--- src/rtl/mdio_pkg.sv ---
package mdio_pkg;
  localparam int ADDR_W     = 6;
  localparam int REG_W      = 32;
  localparam int DATA_BITS  = 16;
  localparam int BODY_BITS  = 32;
  localparam int PRE_BITS   = 32;

  localparam logic [2:0] IDX_CMD  = 3'd0;
  localparam logic [2:0] IDX_WDAT = 3'd1;
  localparam logic [2:0] IDX_RDAT = 3'd2;
  localparam logic [2:0] IDX_CLK  = 3'd3;
  localparam logic [2:0] IDX_EN   = 3'd4;

  typedef struct packed {
    logic [1:0] op;
    logic [4:0] phy;
    logic [4:0] dev;
    logic       rd;
  } cmd_t;

  // returns {legal, wire_opcode[1:0]}
  function automatic logic [2:0] map_op(input logic ext, input logic [1:0] op);
    logic [2:0] r;
    r = 3'b000;
    if (!ext) begin
      if (op == 2'd0)      r = 3'b101;
      else if (op == 2'd1) r = 3'b110;
    end else begin
      if (op == 2'd0)      r = 3'b100;
      else if (op == 2'd1) r = 3'b101;
      else if (op == 2'd3) r = 3'b111;
    end
    return r;
  endfunction
endpackage

--- src/rtl/mdio_tick.sv ---
module mdio_tick #(
  parameter int DIV_W = 8
) (
  input  logic             clk,
  input  logic             rst,
  input  logic             run,
  input  logic [DIV_W-1:0] div,
  output logic             tick
);
  logic [DIV_W-1:0] cnt;

  assign tick = run && (cnt == div);

  always_ff @(posedge clk) begin
    if (rst || !run)  cnt <= '0;
    else if (tick)    cnt <= '0;
    else              cnt <= cnt + 1'b1;
  end

  // a divider above zero never yields back-to-back ticks
  p_tick_gap_r8: assert property (@(posedge clk) disable iff (rst)
    (tick && div != '0) |=> (!tick || div == '0));
endmodule

--- src/rtl/mdio_frame.sv ---
module mdio_frame #(
  parameter int PRE_BITS  = 32,
  parameter int BODY_BITS = 32,
  parameter int DATA_BITS = 16
) (
  input  logic                 clk,
  input  logic                 rst,
  input  logic                 abort,
  input  logic                 start,
  input  logic                 pre_en,
  input  logic [BODY_BITS-1:0] body,
  input  logic                 is_read,
  input  logic                 tick,
  input  logic                 mdi,
  output logic                 mdc,
  output logic                 mdo,
  output logic                 oe,
  output logic                 busy,
  output logic                 done,
  output logic [DATA_BITS-1:0] rdata
);
  localparam int TOT        = PRE_BITS + BODY_BITS;
  localparam int CNT_W      = $clog2(TOT + 1);
  localparam int DATA_START = BODY_BITS - DATA_BITS;
  localparam int TURN_POS   = DATA_START - 2;

  logic [TOT-1:0]   sh;
  logic [CNT_W-1:0] bitn, last, offs;
  logic             rd;
  logic             in_data, next_rel;

  assign in_data  = rd && (bitn >= offs + CNT_W'(DATA_START));
  assign next_rel = rd && ((bitn + 1'b1) >= offs + CNT_W'(TURN_POS));

  always_ff @(posedge clk) begin
    done <= 1'b0;
    if (rst || abort) begin
      busy <= 1'b0; mdc <= 1'b0; mdo <= 1'b0; oe <= 1'b0;
      bitn <= '0; last <= '0; offs <= '0; rd <= 1'b0; sh <= '0;
      if (rst) rdata <= '0;
    end else if (start && !busy) begin
      busy <= 1'b1;
      mdc  <= 1'b0;
      oe   <= 1'b1;
      rd   <= is_read;
      bitn <= '0;
      offs <= pre_en ? CNT_W'(PRE_BITS) : '0;
      last <= pre_en ? CNT_W'(TOT - 1) : CNT_W'(BODY_BITS - 1);
      sh   <= pre_en ? {{PRE_BITS{1'b1}}, body} : {body, {PRE_BITS{1'b0}}};
      mdo  <= pre_en ? 1'b1 : body[BODY_BITS-1];
    end else if (busy && tick) begin
      if (!mdc) begin
        mdc <= 1'b1;
        if (in_data) rdata <= {rdata[DATA_BITS-2:0], mdi};
      end else begin
        mdc <= 1'b0;
        if (bitn == last) begin
          busy <= 1'b0;
          done <= 1'b1;
          oe   <= 1'b0;
        end else begin
          bitn <= bitn + 1'b1;
          sh   <= sh << 1;
          mdo  <= sh[TOT-2];
          oe   <= !next_rel;
        end
      end
    end
  end

  // idle lines are quiet
  p_idle_lines_r8: assert property (@(posedge clk) disable iff (rst)
    !busy |-> (!mdc && !oe));
  // data output never moves while the clock is high
  p_mdo_hold_r8: assert property (@(posedge clk) disable iff (rst)
    (busy && $past(busy) && mdc) |-> $stable(mdo));
  // line released during read data bits
  p_read_release_r7: assert property (@(posedge clk) disable iff (rst)
    (busy && in_data) |-> !oe);
endmodule

--- src/rtl/mdio_host.sv ---
module mdio_host
  import mdio_pkg::*;
#(
  parameter int DIV_W = 8
) (
  input  logic              clk,
  input  logic              rst,
  input  logic              reg_wr,
  input  logic              reg_rd,
  input  logic [ADDR_W-1:0] reg_addr,
  input  logic [REG_W-1:0]  reg_wdata,
  output logic [REG_W-1:0]  reg_rdata,
  output logic              mdc,
  output logic              mdio_o,
  output logic              mdio_oe,
  input  logic              mdio_i
);
  logic [2:0]           idx;
  cmd_t                 cmd_q;
  logic [DATA_BITS-1:0] wdat_q, rdat_q, cap;
  logic [DIV_W-1:0]     div_q;
  logic                 pre_q, ext_q, en_q, rd_valid, wr_valid;
  logic                 busy, done, tick, launch;
  logic [2:0]           opm;
  logic [BODY_BITS-1:0] body;
  logic [REG_W-1:0]     rmux;

  assign idx    = reg_addr[ADDR_W-1:3];
  assign opm    = map_op(ext_q, reg_wdata[17:16]);
  assign launch = reg_wr && idx == IDX_CMD && en_q && !busy && opm[2];
  assign body   = {(ext_q ? 2'b00 : 2'b01), opm[1:0], reg_wdata[12:8], reg_wdata[4:0],
                   (opm[1] ? 2'b00 : 2'b10), (opm[1] ? {DATA_BITS{1'b0}} : wdat_q)};

  mdio_tick #(.DIV_W(DIV_W)) u_tick (
    .clk(clk), .rst(rst), .run(busy), .div(div_q), .tick(tick));

  mdio_frame #(.PRE_BITS(PRE_BITS), .BODY_BITS(BODY_BITS), .DATA_BITS(DATA_BITS)) u_frame (
    .clk(clk), .rst(rst), .abort(!en_q), .start(launch), .pre_en(pre_q),
    .body(body), .is_read(opm[1]), .tick(tick), .mdi(mdio_i),
    .mdc(mdc), .mdo(mdio_o), .oe(mdio_oe), .busy(busy), .done(done), .rdata(cap));

  always_ff @(posedge clk) begin
    if (rst) begin
      cmd_q <= '0; wdat_q <= '0; rdat_q <= '0; div_q <= '0;
      pre_q <= 1'b0; ext_q <= 1'b0; en_q <= 1'b0;
      rd_valid <= 1'b0; wr_valid <= 1'b0;
    end else begin
      if (reg_wr) begin
        case (idx)
          IDX_WDAT: wdat_q <= reg_wdata[DATA_BITS-1:0];
          IDX_CLK: begin
            div_q <= reg_wdata[DIV_W-1:0];
            pre_q <= reg_wdata[12];
            ext_q <= reg_wdata[24];
          end
          IDX_EN:  en_q <= reg_wdata[0];
          default: ;
        endcase
      end
      if (launch) begin
        cmd_q <= '{op: reg_wdata[17:16], phy: reg_wdata[12:8], dev: reg_wdata[4:0], rd: opm[1]};
        if (opm[1]) rd_valid <= 1'b0;
        else        wr_valid <= 1'b0;
      end
      if (done) begin
        if (cmd_q.rd) begin
          rd_valid <= 1'b1;
          rdat_q   <= cap;
        end else begin
          wr_valid <= 1'b1;
        end
      end
    end
  end

  always_comb begin
    rmux = '0;
    case (idx)
      IDX_CMD: begin
        rmux[17:16] = cmd_q.op;
        rmux[12:8]  = cmd_q.phy;
        rmux[4:0]   = cmd_q.dev;
      end
      IDX_WDAT: rmux = {14'b0, busy, wr_valid, wdat_q};
      IDX_RDAT: rmux = {14'b0, busy, rd_valid, rdat_q};
      IDX_CLK: begin
        rmux[DIV_W-1:0] = div_q;
        rmux[12]        = pre_q;
        rmux[24]        = ext_q;
      end
      IDX_EN:  rmux[0] = en_q;
      default: rmux = '0;
    endcase
  end

  always_ff @(posedge clk) begin
    if (rst)         reg_rdata <= '0;
    else if (reg_rd) reg_rdata <= rmux;
  end

  // the command held for a running frame cannot be replaced
  p_cmd_hold_r9: assert property (@(posedge clk) disable iff (rst)
    (busy && $past(busy)) |-> $stable(cmd_q));
  // a disabled bus is idle one cycle later
  p_disable_idle_r10: assert property (@(posedge clk) disable iff (rst)
    !en_q |=> !busy);
  // receive flag rises only as the frame ends
  p_valid_at_end_r7: assert property (@(posedge clk) disable iff (rst)
    $rose(rd_valid) |-> !busy);
endmodule

--- config.mk ---
export PLATFORM = sky130hd
export DESIGN_NAME = mdio_host
export DESIGN_NICKNAME = d
export VERILOG_FILES = /design/src/rtl/mdio_pkg.sv /design/src/rtl/mdio_tick.sv /design/src/rtl/mdio_frame.sv /design/src/rtl/mdio_host.sv
export SDC_FILE = /design/constraint.sdc
export NUM_CORES = 1
export LEC_CHECK = 0
export BUFFER_PORTS_ARGS = -buffer_cell sky130_fd_sc_hd__buf_2
export CORE_ASPECT_RATIO = 1.75
export CORE_MARGIN = 1
export CORE_UTILIZATION = 59
export DETAILED_ROUTE_END_ITERATION = 16
export PLACE_DENSITY = 0.85
export SKIP_CTS_REPAIR_TIMING = 1
export SLEW_MARGIN = 30
export SYNTH_ARGS = -nofsm -noshare
export SYNTH_HDL_FRONTEND = slang
export SYNTH_SLANG_ARGS = --single-unit
--- constraint.sdc ---
create_clock -name clk -period 2.5 [get_ports clk]
set_clock_uncertainty 0.1 [all_clocks]
set_input_delay 0.5 -clock clk [delete_from_list [all_inputs] [get_ports clk]]
set_output_delay 0.5 -clock clk [all_outputs]
set_load 0.02 [all_outputs]
* Yosys cells after proc, flatten, opt, wreduce, memory -nomap -nowiden
Cells that the tools add are included.
** Storage, ports and cells
- Logic and storage cells :: 132
- Bits in registers :: 191
- Output and inout bits :: 35
- Input bits :: 43
** Operators by class
- Mux-type cells :: 53
- Add/sub/neg operators :: 4
- Eq/ne operators :: 12
- Bitwise operators :: 3
- Magnitude comparators :: 2
- Reduce and logical (&&, ||, !) cells :: 33
** Operator list (count)
- $mux W63 :: 5
- $mux W16 :: 7
- $mux W1 :: 25
- $mux W3 :: 6
- $pmux W4 S4 :: 1
- $ge A7 B7 Y1 :: 2
- $mux W6 :: 2
- $pmux W4 S3 :: 1
- $reduce_and A2 Y1 :: 5
- $reduce_bool A2 Y1 :: 5
- $logic_and A1 B1 Y1 :: 9
- $pmux W3 S3 :: 1
- $reduce_and A3 Y1 :: 3
- $add A8 B1 Y8 const B :: 1
- $eq A8 B8 Y1 :: 1
- $add A7 B1 Y7 const B :: 1
- $add A7 B4 Y7 const B :: 1
- $add A7 B5 Y7 const B :: 1
- $eq A7 B7 Y1 :: 1
- $eq A3 B2 Y1 const B :: 2
- $pmux W2 S3 :: 1
- $pmux W3 S2 :: 1
- $pmux W1 S5 :: 1
- $reduce_and A5 Y1 :: 1
- other kinds (15) :: 23

* Longest topological paths before layout
- Depth in word-level cells :: 9
- Depth in mapped cells :: 8
- Gate-level depth less buffers :: 7

* By module
A second synthesis with hierarchy kept.
** Second synthesis, totals
- Cells, all modules :: 955
- Area total of the unflattened synthesis :: 8200.4 µm²
** Modules (own cells, without submodules)
- mdio_frame :: cells an instance 490, area an instance 4199.0 µm², times used 1, seq. area each 2042.0 µm²
- mdio_host :: cells an instance 417, area an instance 3519.6 µm², times used 1, seq. area each 1541.5 µm²
- mdio_tick :: cells an instance 48, area an instance 481.7 µm², times used 1, seq. area each 160.2 µm²

* Least setup slack after synthesis
No wires, ideal clock.
- Path kind :: register to register
- Start :: reg div_q[7]
- End :: reg u_frame.rdata[0], enable pin
- Path buffers :: 1
- Clock period less this slack :: 2.213 ns
- Data arrival time :: 1.746 ns
- Path slack :: 0.287 ns
- Library setup time :: 0.367 ns
- Cell stages (with the launch flop) :: 6
- Required time :: 2.033 ns
- Cells stage by stage :: dfxtp_1 -> xor2_1 -> or3_1 -> nor4_1 -> buf_2 -> a21o_1
** Between the ends
- Cells in the longest elaborated chain, start to end :: 5
** RTL lines
- start, declared :: RTL line mdio_host.sv:21 : logic [DIV_W-1:0] div_q;
- start signal, assigned :: RTL line mdio_host.sv:52 : div_q <= reg_wdata[DIV_W-1:0];
- $eq A8 B8 Y1 :: RTL line mdio_tick.sv:12 : assign tick = run && (cnt == div);
- $logic_and A1 B1 Y1 :: RTL line mdio_tick.sv:12
- $logic_and A1 B1 Y1 :: RTL line mdio_frame.sv:51 : end else if (busy && tick) begin
- $reduce_bool A2 Y1 (no line)
- $reduce_and A5 Y1 (no line)
- end signal, assigned :: RTL line mdio_frame.sv:54 : if (in_data) rdata <= {rdata[DATA_BITS-2:0], mdi};
- end, declared :: RTL line mdio_frame.sv:20 : output logic [DATA_BITS-1:0] rdata
Every way passes these cells.
A chain may end at the register's enable or synchronous reset.

* Final worst setup path
- Start :: reg div_q[7]
- End :: reg u_frame.sh[58]
** Between the ends
- Cells in the longest elaborated chain, start to end :: 5
** RTL lines
- $eq A8 B8 Y1 :: RTL line mdio_tick.sv:12
- $logic_and A1 B1 Y1 :: RTL line mdio_tick.sv:12
- $logic_and A1 B1 Y1 :: RTL line mdio_frame.sv:51
- $reduce_bool A2 Y1 (no line)
- $reduce_and A3 Y1 (no line)
- end signal, assigned :: RTL line mdio_frame.sv:49 : sh <= pre_en ? {{PRE_BITS{1'b1}}, body} : {body, {PRE_BITS{1'b0}}};
- end signal, assigned :: RTL line mdio_frame.sv:63 : sh <= sh << 1;
- end, declared :: RTL line mdio_frame.sv:27 : logic [TOT-1:0] sh;
Every way passes these cells.

==> flow_summary.json <==
{
  "outcome": "finished, final reports clean",
  "initial_utilization_pct": 60.6,
  "hold-worst-slack_ps": 194,
  "rsz0062_at_grt": "no",
  "cts_made_buffers": 17,
  "power.total_uw": 5750,
  "cts_tree": "yes",
  "cts_buffer_depth": 2,
  "cap_violations": 0,
  "htreeDepth": 4,
  "die_area_mm2": 0.0148,
  "rows": 57,
  "overflow": 0,
  "syn2layout_area_growth_pct": 11.6,
  "grt_max_degree": 75,
  "hold_viol_final": 0,
  "required_ps": 2700,
  "power.leakage_uw": 0.00359,
  "drive_above_1_share_pct": 15.6,
  "worst_slack_ps": 228,
  "async_flop_share_pct": 0,
  "die_w_um": 92.4,
  "gp_congestion": 0.924,
  "crit_arrival_ps": 2470,
  "drt_wl_total_um": 21500,
  "reg2reg_from": "div_q[7]$_SDFFE_PP0P_",
  "cts_sinks": 179,
  "ys_warn_count": 0,
  "endpoint_kind": "register",
  "grtUsageTotal_pct": 30.2,
  "start_kind": "register",
  "die_h_um": 160,
  "ir_drop_uv": 497,
  "antenna_found_initial": 0,
  "cts.reportedPaths.clkPinSlew_ps": 70,
  "hpwl_um": 14500,
  "ys_ff_latch": 179,
  "via_per_inst": 6.21,
  "clk-insertion-delay-late_ps": 430,
  "crit_start": "div_q[7]$_SDFFE_PP0P_",
  "clock.fmax_ghz": 0.440,
  "preCtsSetupSlack_ps": 121,
  "fp.coreArea_mm2": 0.0139,
  "critPathMaxFanout": 7,
  "worst-setup-path-type": "reg -> reg",
  "grt_pass1_wl_um": 35200,
  "hold_path.class": "in -> reg",
  "diodes": 0,
  "ys_seq_area_share_pct": 44.4,
  "grt_pass1_vias": 7148,
  "relSlewSlack_pct": 53.9,
  "synth.cell_area_mm2": 0.00843,
  "drtIter0Drc": 701,
  "io-pin-count": 78,
  "wl_per_cell_um": 18.1,
  "finalSetupTns_ps": 0,
  "finalCriticalPeriod_ps": 2270,
  "syn_avg_cell_area_um2": 8.72,
  "power_density_mw_per_mm2": 611,
  "min_period_over_period_pct": 90.9,
  "worstMarginPinSlew_ps": 689,
  "syn_inst": 967,
  "portBuffers": 48,
  "drv_slew": 0,
  "synth-edff-count": 16,
  "antenna_left": 0,
  "finalNetCount": 1045,
  "drt_pass1_iterations": 5,
  "num_vias": 7365,
  "root_buffer": "clkbuf_16",
  "synth_cell_types": 72,
  "setup_viol": 0,
  "ys.flop_type": "dfxtp_1",
  "worstHoldStart": "reg_wdata[13]",
  "drc_errors": 0,
  "dp.cells": 1154,
  "finalNonFillerCells": 1186
}
==> where the power goes <==
part	switching [uW]	total (uW)	internal (uW)
Clock	1220	2600	1370
Sequential	19.2	2930	2910
Combinational	158	224	65.6
==> cells by family after synthesis <==
| logic type | synth area share, % |
|---|---|
| AOI/OAI and AO/OA | 19.5 |
| xor gates and xnor gates | 1.87 |
| adders and majority gates | 0.890 |
| buffers and inverters | 6.30 |
| DFF | 44.4 |
| muxes | 6.63 |
| other | 0.0445 |
| and+or+nand+nor | 20.3 |
==> flip-flops by register name (all words and copies together) (netlist names), 7 cells and up <==
name and flops:
reg_rdata 19, u_frame.bitn 7, u_tick.cnt 8, u_frame.sh 63, cmd_q 13, div_q 8
wdat_q 16, u_frame.rdata 16, rdat_q 16
==> critical path, cell delays in order, from the launching register on <==
cell	delay [ps]
dfxtp_1	460
xor2_1	130
or3_1	410
or4_4	540
o21ai_4	380
a211oi_2	130
==> placed cells by master, fill, tap and decap left out, types with 18 or more instances in the layout <==
cell type  instances
nand2_1          193
dfxtp_1          163
a21oi_1          101
nor2_1            65
buf_2             48
mux2i_1           39
buf_4             39
nand3_1           24
nor2b_1           21
o21ai_0           21
and2_1            19
clkbuf_16         18
==> area by class of cell <==
class / count / area (um^2)
well taps: 177 / 221
flip-flops and latches: 179 / 3740
fillers: 1071 / 4490
repair buffers: 91 / 613
clock buffers: 20 / 458
inverters: 14 / 52.6
clock inverters: 12 / 108
multi-input cells: 693 / 4220
==> worst paths after layout <==
| kind | endpoint | slack, ps | cells after the start |
|---|---|---|---|
| worst max-delay path | u_frame.sh[58]$_SDFFE_PN0P_ | 230 | 5 |
| worst max register to register | u_frame.sh[58]$_SDFFE_PN0P_ | 230 | 5 |
| worst min register to register | rdat_q[13]$_SDFFE_PP0P_ | 360 | 2 |
| worst min-delay path | wdat_q[13]$_SDFFE_PP0P_ | 190 | 3 |
==> synthesized netlist by cell type (8+ instances only) <==
cell type / count / area share [%]
a211oi_1: 15 / 1.3
a21o_1: 11 / 0.98
a21oi_1: 101 / 6.0
a22o_1: 8 / 0.83
a32o_1: 16 / 1.9
and2_1: 19 / 1.4
buf_2: 20 / 1.2
buf_4: 18 / 1.6
clkbuf_1: 49 / 2.2
dfxtp_1: 163 / 39
edfxtp_1: 16 / 5.7
inv_1: 14 / 0.62
mux2i_1: 39 / 4.6
nand2_1: 193 / 8.6
nand3_1: 24 / 1.4
nor2_1: 65 / 2.9
nor2b_1: 22 / 1.6
o21ai_0: 21 / 1.2
o221a_1: 11 / 1.5
xnor2_1: 10 / 1.0
xor2_1: 8 / 0.83
==> metal layers <==
layer | wire (um) | global-route usage (%) | part of all wire, % | vias to the layer above
li1 | - | - | - | 3414
met1 | 8380 | 36.0 | 39 | 3519
met2 | 10700 | 50.6 | 50 | 355
met3 | 1410 | 5.67 | 6.5 | 77
met4 | 1010 | 16.8 | 4.7 | 0
met5 | 0 | 0 | 0 | -
==> per-stage QoR <==
step	utilization (%)	area, um^2
6_report	67.7	9410
5_1_grt	67.7	9410
4_1_cts	67.7	9410
3_5_place_dp	63.6	8850
3_3_place_gp	63.6	8850
2_1_floorplan	-	8480
(Power assumes the default switching activity.)
